--- src/rtl/panel_scan_pkg.sv ---
package panel_scan_pkg;
   typedef enum logic [1:0] {
      PH_STATUS = 2'd0,
      PH_SWITCH = 2'd1,
      PH_IDLE   = 2'd2
   } scan_phase_e;
endpackage

--- src/rtl/scan_timer.sv ---
module scan_timer
   import panel_scan_pkg::*;
#(
   parameter int TICK_CYC = 1900,
   parameter int STAT_CYC = 150,
   parameter int SW_CYC   = 450
) (
   input  logic        clk,
   input  logic        rst_n,
   output scan_phase_e phase,
   output logic        stat_last,
   output logic        sw_last,
   output logic        tick_last
);
   localparam int CW    = (TICK_CYC > 1) ? $clog2(TICK_CYC) : 1;
   localparam int WEND  = STAT_CYC + SW_CYC;

   logic [CW-1:0] cnt_q;

   always_ff @(posedge clk or negedge rst_n) begin
      if (!rst_n) begin
         cnt_q <= CW'(TICK_CYC - 1);
      end else if (cnt_q == CW'(TICK_CYC - 1)) begin
         cnt_q <= '0;
      end else begin
         cnt_q <= cnt_q + 1'b1;
      end
   end

   always_comb begin
      if (cnt_q < CW'(STAT_CYC)) begin
         phase = PH_STATUS;
      end else if (cnt_q < CW'(WEND)) begin
         phase = PH_SWITCH;
      end else begin
         phase = PH_IDLE;
      end
   end

   assign stat_last = (cnt_q == CW'(STAT_CYC - 1));
   assign sw_last   = (cnt_q == CW'(WEND - 1));
   assign tick_last = (cnt_q == CW'(TICK_CYC - 1));


   cnt_range_chk: assert property (@(posedge clk) disable iff (!rst_n)
      cnt_q < CW'(TICK_CYC));


   cnt_wrap_chk: assert property (@(posedge clk) disable iff (!rst_n)
      tick_last |=> (cnt_q == '0));
endmodule

--- src/rtl/scan_row_sel.sv ---
module scan_row_sel
   import panel_scan_pkg::*;
#(
   parameter int NUM_ROWS = 4
) (
   input  logic                        clk,
   input  logic                        rst_n,
   input  logic                        tick_last,
   input  scan_phase_e                 phase,
   output logic [$clog2(NUM_ROWS)-1:0] row,
   output logic [NUM_ROWS-1:0]         scan_n
);
   localparam int RW = $clog2(NUM_ROWS);
   localparam bit POW2 = (NUM_ROWS == (1 << RW));

   logic [RW-1:0] row_q;

   generate
      if (POW2) begin : g_wrap_free
         always_ff @(posedge clk or negedge rst_n) begin
            if (!rst_n) begin
               row_q <= RW'(NUM_ROWS - 1);
            end else if (tick_last) begin
               row_q <= row_q + 1'b1;
            end
         end
      end else begin : g_wrap_cmp
         always_ff @(posedge clk or negedge rst_n) begin
            if (!rst_n) begin
               row_q <= RW'(NUM_ROWS - 1);
            end else if (tick_last) begin
               row_q <= (row_q == RW'(NUM_ROWS - 1)) ? '0 : row_q + 1'b1;
            end
         end
      end
   endgenerate

   for (genvar g = 0; g < NUM_ROWS; g++) begin : g_line
      assign scan_n[g] = !((phase == PH_SWITCH) && (row_q == RW'(g)));
   end

   assign row = row_q;


   row_hold_chk: assert property (@(posedge clk) disable iff (!rst_n)
      !tick_last |=> $stable(row_q));


   row_range_chk: assert property (@(posedge clk) disable iff (!rst_n)
      row_q <= RW'(NUM_ROWS - 1));
endmodule

--- src/rtl/scan_capture.sv ---
module scan_capture
   import panel_scan_pkg::*;
#(
   parameter int NUM_ROWS = 4,
   parameter int STEPS    = 4,
   parameter int FUNC_W   = 2,
   parameter int STAT_W   = 3
) (
   input  logic                         clk,
   input  logic                         rst_n,
   input  scan_phase_e                  phase,
   input  logic                         stat_last,
   input  logic                         sw_last,
   input  logic                         tick_last,
   input  logic [$clog2(NUM_ROWS)-1:0]  row,
   input  logic [STAT_W-1:0]            status_i,
   input  logic [STEPS-1:0]             step_i,
   input  logic [FUNC_W-1:0]            func_i,
   output logic [STAT_W-1:0]            status_q,
   output logic                         status_vld,
   output logic [NUM_ROWS*STEPS-1:0]    step_q,
   output logic [NUM_ROWS*FUNC_W-1:0]   func_q,
   output logic                         row_vld,
   output logic [$clog2(NUM_ROWS)-1:0]  row_id,
   output logic [NUM_ROWS*STEPS-1:0]    led_q
);
   localparam int RW = $clog2(NUM_ROWS);

   always_ff @(posedge clk or negedge rst_n) begin
      if (!rst_n) begin
         status_q   <= '0;
         status_vld <= 1'b0;
      end else begin
         status_vld <= stat_last;
         if (stat_last) begin
            status_q <= status_i;
         end
      end
   end

   always_ff @(posedge clk or negedge rst_n) begin
      if (!rst_n) begin
         step_q  <= '0;
         func_q  <= '0;
         row_vld <= 1'b0;
         row_id  <= '0;
      end else begin
         row_vld <= sw_last;
         if (sw_last) begin
            row_id <= row;
            for (int r = 0; r < NUM_ROWS; r++) begin
               if (row == RW'(r)) begin
                  step_q[r*STEPS +: STEPS]   <= step_i;
                  func_q[r*FUNC_W +: FUNC_W] <= func_i;
               end
            end
         end
      end
   end

   always_ff @(posedge clk or negedge rst_n) begin
      if (!rst_n) begin
         led_q <= '0;
      end else if (tick_last) begin
         led_q <= '0;
      end else if (phase == PH_SWITCH) begin
         for (int r = 0; r < NUM_ROWS; r++) begin
            if (row == RW'(r)) begin
               led_q[r*STEPS +: STEPS] <= led_q[r*STEPS +: STEPS] | step_i;
            end
         end
      end
   end


   status_pulse_chk: assert property (@(posedge clk) disable iff (!rst_n)
      status_vld |=> !status_vld);


   row_pulse_chk: assert property (@(posedge clk) disable iff (!rst_n)
      row_vld |=> !row_vld);


   led_clear_chk: assert property (@(posedge clk) disable iff (!rst_n)
      tick_last |=> (led_q == '0));


   led_status_chk: assert property (@(posedge clk) disable iff (!rst_n)
      (phase == PH_STATUS) |=> $stable(led_q));
endmodule

--- src/rtl/panel_scanner.sv ---
module panel_scanner
   import panel_scan_pkg::*;
#(
   parameter int TICK_CYC = 1900,
   parameter int STAT_CYC = 150,
   parameter int SW_CYC   = 450,
   parameter int NUM_ROWS = 4,
   parameter int STEPS    = 4,
   parameter int FUNC_W   = 2,
   parameter int STAT_W   = 3
) (
   input  logic                         clk,
   input  logic                         rst_n,
   input  logic [STAT_W-1:0]            status_i,
   input  logic [STEPS-1:0]             step_ret_i,
   input  logic [FUNC_W-1:0]            func_ret_i,
   output logic [NUM_ROWS-1:0]          scan_n_o,
   output logic                         stat_gate_n_o,
   output logic [STAT_W-1:0]            status_o,
   output logic                         status_vld_o,
   output logic [NUM_ROWS*STEPS-1:0]    step_o,
   output logic [NUM_ROWS*FUNC_W-1:0]   func_o,
   output logic                         row_vld_o,
   output logic [$clog2(NUM_ROWS)-1:0]  row_id_o,
   output logic [NUM_ROWS*STEPS-1:0]    led_o
);
   localparam int RW = $clog2(NUM_ROWS);

   initial begin
      assert (STAT_CYC >= 1) else $error("STAT_CYC must be at least 1");
      assert (SW_CYC >= 1) else $error("SW_CYC must be at least 1");
      assert (TICK_CYC > STAT_CYC + SW_CYC)
         else $error("TICK_CYC must exceed the service window");
      assert (NUM_ROWS >= 2) else $error("NUM_ROWS must be at least 2");
      assert (STEPS >= 1 && FUNC_W >= 1 && STAT_W >= 1)
         else $error("field widths must be positive");
   end

   scan_phase_e   phase;
   logic          stat_last;
   logic          sw_last;
   logic          tick_last;
   logic [RW-1:0] row;

   scan_timer #(
      .TICK_CYC (TICK_CYC),
      .STAT_CYC (STAT_CYC),
      .SW_CYC   (SW_CYC)
   ) i_timer (
      .clk       (clk),
      .rst_n     (rst_n),
      .phase     (phase),
      .stat_last (stat_last),
      .sw_last   (sw_last),
      .tick_last (tick_last)
   );

   scan_row_sel #(
      .NUM_ROWS (NUM_ROWS)
   ) i_row_sel (
      .clk       (clk),
      .rst_n     (rst_n),
      .tick_last (tick_last),
      .phase     (phase),
      .row       (row),
      .scan_n    (scan_n_o)
   );

   scan_capture #(
      .NUM_ROWS (NUM_ROWS),
      .STEPS    (STEPS),
      .FUNC_W   (FUNC_W),
      .STAT_W   (STAT_W)
   ) i_capture (
      .clk        (clk),
      .rst_n      (rst_n),
      .phase      (phase),
      .stat_last  (stat_last),
      .sw_last    (sw_last),
      .tick_last  (tick_last),
      .row        (row),
      .status_i   (status_i),
      .step_i     (step_ret_i),
      .func_i     (func_ret_i),
      .status_q   (status_o),
      .status_vld (status_vld_o),
      .step_q     (step_o),
      .func_q     (func_o),
      .row_vld    (row_vld_o),
      .row_id     (row_id_o),
      .led_q      (led_o)
   );

   assign stat_gate_n_o = (phase != PH_STATUS);


   gate_scan_high_chk: assert property (@(posedge clk) disable iff (!rst_n)
      !stat_gate_n_o |-> (&scan_n_o));


   single_low_chk: assert property (@(posedge clk) disable iff (!rst_n)
      $countones(~scan_n_o) <= 1);


   low_gate_off_chk: assert property (@(posedge clk) disable iff (!rst_n)
      !(&scan_n_o) |-> stat_gate_n_o);


   strobe_sep_chk: assert property (@(posedge clk) disable iff (!rst_n)
      !(status_vld_o && row_vld_o));
endmodule

--- config.mk ---
export PLATFORM = sky130hd
export DESIGN_NAME = panel_scanner
export DESIGN_NICKNAME = d
export VERILOG_FILES = /design/src/rtl/panel_scan_pkg.sv /design/src/rtl/scan_timer.sv /design/src/rtl/scan_row_sel.sv /design/src/rtl/scan_capture.sv /design/src/rtl/panel_scanner.sv
export SDC_FILE = /design/constraint.sdc
export NUM_CORES = 1
export LEC_CHECK = 0
export BUFFER_PORTS_ARGS = -buffer_cell sky130_fd_sc_hd__buf_4
export CAP_MARGIN = 20
export CELL_PAD_IN_SITES_DETAIL_PLACEMENT = 2
export CELL_PAD_IN_SITES_GLOBAL_PLACEMENT = 2
export CORE_MARGIN = 2
export CORE_UTILIZATION = 35
export CTS_CLUSTER_SIZE = 10
export DETAILED_ROUTE_END_ITERATION = 10
export PLACE_DENSITY = 0.82
export SKIP_LAST_GASP = 1
export SLEW_MARGIN = 15
export SYNTH_ARGS = -nofsm -noshare
export SYNTH_HDL_FRONTEND = slang
export SYNTH_SLANG_ARGS = --single-unit
--- constraint.sdc ---
create_clock -name clk -period 2.8 [get_ports clk]
set_clock_uncertainty 0.2 [all_clocks]
set_input_delay 0.28 -clock clk [delete_from_list [all_inputs] [get_ports clk]]
set_output_delay 0.28 -clock clk [all_outputs]
set_load 0.03 [all_outputs]
==> results.toml, run 1 <==
[timing]
post-route-min-period_ns = 2.640
fmax_mhz = 378.8
relSlewSlack = 0.4967
tightest_slew_ns = 0.7549
timing.setup.tns_ns = 0
hold_violations = 0
rsz0062_at_grt = "no"
finalSetupViolCount = 0
slew_violations = 0
post-route-period-util = 0.9427

[finish]
drive_above_1_share = 0.4223
layout_commonest_cell = "buf_4"
fillers = 780
diodes = 0
final_cell_mix = "68 x buf_4, 50 x dfrtp_1, 20 x nand2_1"
instances_no_fill = 395
nets = 308
area_delta_synth_final_pct = 32.00
final_util = 0.4799
postLayoutCellArea_um2 = 3500

[drt]
drtAntennaViolNets = 0
wirelength_um = 7512
wl_per_cell_um = 19.02
dr.pass1.iters = 4
num_vias = 1946
routed_via_density = 4.927
drt_iter0_markers = 49
drc = 0

[yosys]
ys_seq_area_frac = 0.5710
syn_nets = 229
ys_types = 38
ys_seq_elements = 60
synth_top_family_by_area = "simple AND/OR/NAND/NOR gates"
yosys_warnings = 0
synth-edff-count = 0
synthAdderAreaFrac = 0.02832
syn_inst = 212
synthXorXnorAreaFrac = 0.02643
yosys.area_share.simple = 0.1444
async_flop_share = 1.000
synth_compound_area_frac = 0.06654
postSynthAreaPerCell_um2 = 12.51
synthMuxAreaShare = 0.1274
synth_ff_type = "dfrtp_1"
syn-cell-area_um2 = 2651

[worst_setup_path]
cp_max_fo = 9
cp_slowest_cell = "dfstp_2"
crit_family = "compound AO/OA/AOI/OAI gates"
worstReg2RegStart = "i_timer.cnt_q[1]"
slowest_delay_ns = 0.64
cp_cell_sequence = "a21o_1, a211oi_2, o31ai_1, or2_2, buf_4"
crit_type = "reg -> out"
cp.required_ns = 2.32
start_kind = "flop"
startpoint = "i_timer.cnt_q[3]"
endpoint_kind = "output port"
critical_path_arrival_ns = 2.16
path_buf_inv = 1

[global_routing]
grt_max_degree = 61
grt.total_usage = 0.1982
grt-ovfl-total = 0
grt_pass1_wl_um = 12560
grt_pass1_vias = 2206
antenna_found_initial = 0

[power]
leakagePower_nw = 1.609
power.total_w = 0.001783
power_density_nw_per_um2 = 509.5
peakVddDrop_mv = 0.2811

[placement]
dp.cells = 371
place.port_buffers = 62
dpl.hpwl_um = 5388
dpl_cell_area_um2 = 3217
gp_congestion = 0.8151

[cts]
cts_buffer_depth = 2
cts_sinks = 60
cts_buffers = 9
cts_setup_buffers = 0
cts_tree = "yes"
cts_max_level = 3
clkLatencyLatePin_ns = 0.34
clk_pin_slew_ns = 0.06
clockRootBuffer = "clkbuf_8"

[die]
core_um2 = 7292
fp.dieArea_um2 = 8287
die_h_um = 91.04
initial_core_util = 0.3636
rows = 31
io_pins = 63
dieWidth_um = 91.04

[min_path]
hold_class = "in -> reg"
hold_path.startpoint = "step_ret_i[0]"

[job]
drv_cap = 0

[outcome]
status = "completed"
-- stage by stage --
step / hold WS, ns / setup WS [ns]
6_report: 0.008403 / 0.1604
5_1_grt: 0.007918 / 0.06060
4_1_cts: 0.0007173 / 0.01401
3_5_place_dp: 0.2031 / 0.3555
3_3_place_gp: 0.2018 / 0.4146
2_1_floorplan: -0.2156 / 0.6039
-- logic make-up (layout without fill, tap and decap cells) --
family	after synthesis	after routing
buf+inv	15	99
xor+xnor	8	8
simple gates	63	63
fa+ha+maj	6	6
flops	60	60
mux	30	30
compound gates	30	30
-- area by class of cell --
class	count	area, um^2	share of cell area
tap	99	123.9	0.03540
sequential	60	1514	0.4326
clock buffer	13	138.9	0.03969
multi-input combinational	137	1066	0.3046
inverter	7	26.28	0.007508
clock inverter	3	40.04	0.01144
timing repair buffer	76	590.6	0.1688
-- layer usage --
metal	vias to the layer above	global-route usage	wire length [um]
met5	-	0	0
met3	9	0.03071	186
met4	0	0.07955	121
met1	1018	0.2512	3265
met2	35	0.3389	3938
li1	884	-	-
-- sequential cells by signal, summed over array words and instances, names as in the netlist --
| name | count |
|---|---|
| i_capture.func_q | 8 |
| i_capture.led_q | 16 |
| i_capture.row_id | 2 |
| i_capture.row_vld | 1 |
| i_capture.status_q | 3 |
| i_capture.status_vld | 1 |
| i_capture.step_q | 16 |
| i_row_sel.row | 2 |
| i_timer.cnt_q | 11 |
-- worst paths after layout --
path	endpoint	slack, ns	cells after the start
max	scan_n_o[1]	0.16	5
max reg2reg	i_row_sel.row[1]	0.40	5
max in group asynchronous	i_timer.cnt_q[7]	1.54	2
min in group asynchronous	i_capture.step_q[10]	0.34	2
min	i_capture.step_q[8]	0.008	2
min reg2reg	i_capture.led_q[9]	0.28	2
-- cell usage after synthesis, types with 2 or more instances --
master	n	area share
ha_1	6	0.028
buf_6	2	0.0085
nand2b_1	4	0.0094
xnor2_1	4	0.013
nor2_1	10	0.014
nand3_1	5	0.0094
o31ai_1	4	0.011
nand2_1	20	0.028
nand4_1	2	0.0047
or4_1	2	0.0057
inv_1	7	0.0099
clkbuf_1	3	0.0042
o211ai_1	2	0.0057
or2_2	5	0.012
nand2_4	4	0.017
a21oi_1	2	0.0038
dfrtp_1	50	0.47
o21ai_0	19	0.036
mux2_1	12	0.051
dfstp_2	10	0.099
mux2_2	18	0.076
xor2_1	4	0.013
clkbuf_8	2	0.010
-- report_power, final --
| group | leakage (nW) | internal [W] | switching [W] |
|---|---|---|---|
| sequential | 0.651 | 0.000887 | 0.0000110 |
| clock | 0.0914 | 0.000410 | 0.000336 |
| combinational | 0.866 | 0.0000542 | 0.0000845 |
-- repair_timing --
item                                   in CTS  in global routing
gates resized for setup                     1                  4
setup endpoints to repair                   1                  4
endpoints found under the hold margin      63                  0
hold buffers                                8                  0
(Power assumes the default switching activity.)
==> run 2, diff against run 1 <==
CORE_UTILIZATION = 36   (was 35)
CTS_BUF_LIST = sky130_fd_sc_hd__clkbuf_4 sky130_fd_sc_hd__clkbuf_8   (was unset)
PLACE_DENSITY = 0.84   (was 0.82)
==> run 2 against run 1 <==
Via count grew 1.3%. Die area shrank 2.7%. Routed wire length grew 5.1%. Worst setup slack lost 0.065 ns. Core utilization grew 0.73 points. Critical path depth is the same. Combinational power is essentially flat. Design area shrank 0.11%. Sequential power is essentially flat. Non-clock buffer count shrank 3.
==> results.toml, run 2 (synthesized netlist as in run 1, its figures left out) <==
[die]
fp.dieArea_um2 = 8067
io_pins = 63
dieWidth_um = 89.82
die_h_um = 89.82
rows = 31
initial_core_util = 0.3695
core_um2 = 7176

[timing]
post-route-min-period_ns = 2.705
hold_violations = 0
post-route-period-util = 0.9661
rsz0062_at_grt = "no"
finalSetupViolCount = 0
holdWs_ns = 0.01059
tightest_slew_ns = 0.7522
timing.setup.tns_ns = 0
relSlewSlack = 0.4986
fmax_mhz = 369.7
slew_violations = 0

[worst_setup_path]
endpoint_kind = "output port"
path_buf_inv = 1
rrSetupSlack_ns = 0.30
slowest_delay_ns = 0.51
start_kind = "flop"
worstReg2RegStart = "i_timer.cnt_q[1]"
cp_cell_sequence = "a21o_1, a211oi_2, o31ai_1, or2_2, buf_4"
r2r_cells = 6
cp_max_fo = 7
critical_path_arrival_ns = 2.23
crit_family = "compound AO/OA/AOI/OAI gates"
cp.required_ns = 2.32
cp_slowest_cell = "dfrtp_1"
r2r-end = "i_capture.led_q[4]"
crit_type = "reg -> out"
startpoint = "i_timer.cnt_q[4]"

[placement]
dpl.hpwl_um = 5224
dpl_cell_area_um2 = 3202
gp_congestion = 0.8031
place.port_buffers = 62

[cts]
cts_buffer_depth = 2
clkLatencyLatePin_ns = 0.34
cts_sinks = 60
cts_tree = "yes"
clk_pin_slew_ns = 0.07
clockRootBuffer = "clkbuf_8"
cts_buffers = 9
cts_max_level = 3

[power]
power_frac_comb = 0.075
peakVddDrop_mv = 0.3194
p_sw_w = 0.0004428
internal_power_w = 0.001403
power.total_w = 0.001846
power_density_nw_per_um2 = 528.1
switching_share = 0.2398
leakagePower_nw = 1.613
power_frac_seq = 0.487
clkPwrFrac = 0.438

[finish]
postLayoutCellArea_um2 = 3496
final_util = 0.4872
nets = 305
area_delta_synth_final_pct = 31.85
layout_commonest_cell = "buf_4"
final_cell_mix = "66 x buf_4, 50 x dfrtp_1, 20 x nand2_1"
reg.largest.list = "i_capture.led_q (16), i_capture.step_q (16), i_timer.cnt_q (11)"
drive_above_1_share = 0.4334
diodes = 0

[drt]
drt_iter0_markers = 87
wirelength_um = 7897
drtAntennaViolNets = 0
num_vias = 1972
wl_per_cell_um = 20.15
dr.pass1.iters = 4
routed_via_density = 5.031
drc = 0

[min_path]
hold_class = "in -> reg"
holdPathStages = 2
min_to = "i_capture.step_q[2]"
hold_path.startpoint = "step_ret_i[2]"

[global_routing]
grt_max_degree = 61
grt.total_usage = 0.2062
antenna_found_initial = 0
grt_pass1_vias = 2225
grt_pass1_wl_um = 12730
grt-ovfl-total = 0

[job]
drv_cap = 0

[outcome]
status = "completed"
[run 2: cell count changes in the layout (fill, tap and decap cells not counted), sizes merged]
cell | before | now
buf | 68 | 66
dlygate4sd3 | 8 | 7
[run 2: worst max path at each step]
stage	endpoint	slack [ns]	depth (start not counted)
floorplan	i_row_sel.row[1]	0.60	5
global placement	i_capture.led_q[3]	0.37	6
detailed placement	i_capture.led_q[4]	0.34	6
CTS	scan_n_o[3]	0.06	5
global route	scan_n_o[2]	0.01	5
finish	scan_n_o[2]	0.09	5
[run 2: routing by layer]
layer | global-route usage | wire length [um] | vias up
met5 | 0 | 0 | -
met4 | 0.07308 | 135 | 0
met3 | 0.03940 | 240 | 11
met2 | 0.3718 | 4303 | 42
met1 | 0.2460 | 3217 | 1033
li1 | - | - | 886
[run 2: layout make-up]
cell class | instances | area, um^2
timing repair buffer | 73 | 565.5
multi-input combinational | 137 | 1066
tap | 99 | 123.9
clock buffer | 13 | 160.2
sequential | 60 | 1514
inverter | 7 | 26.28
fill | 705 | 3680
clock inverter | 3 | 40.04
[run 2: power groups by stage]
stage / logic [W] / clock network [W] / registers (W)
6_report: 0.000138 / 0.000808 / 0.000900
5_1_grt: 0.000148 / 0.000851 / 0.000902
4_1_cts: 0.000140 / 0.000807 / 0.000899
3_5_place_dp: 0.000132 / 0 / 0.000915
3_3_place_gp: 0.000128 / 0 / 0.000912
2_1_floorplan: 0.0000177 / 0 / 0.000953
[run 2: timing repair]
action | CTS | global route
gates resized for setup | 3 | 2
hold endpoints to repair | 60 | 0
setup endpoints to repair | 4 | 3
hold buffers | 7 | 0
setup buffers | 0 | 0
[run 2: per-stage QoR]
step,cells,worst slack [ns]
6_report,392,0.09486
2_1_floorplan,212,0.6039
5_1_grt,392,0.01143
3_3_place_gp,369,0.3712
4_1_cts,392,0.05592
3_5_place_dp,369,0.3417
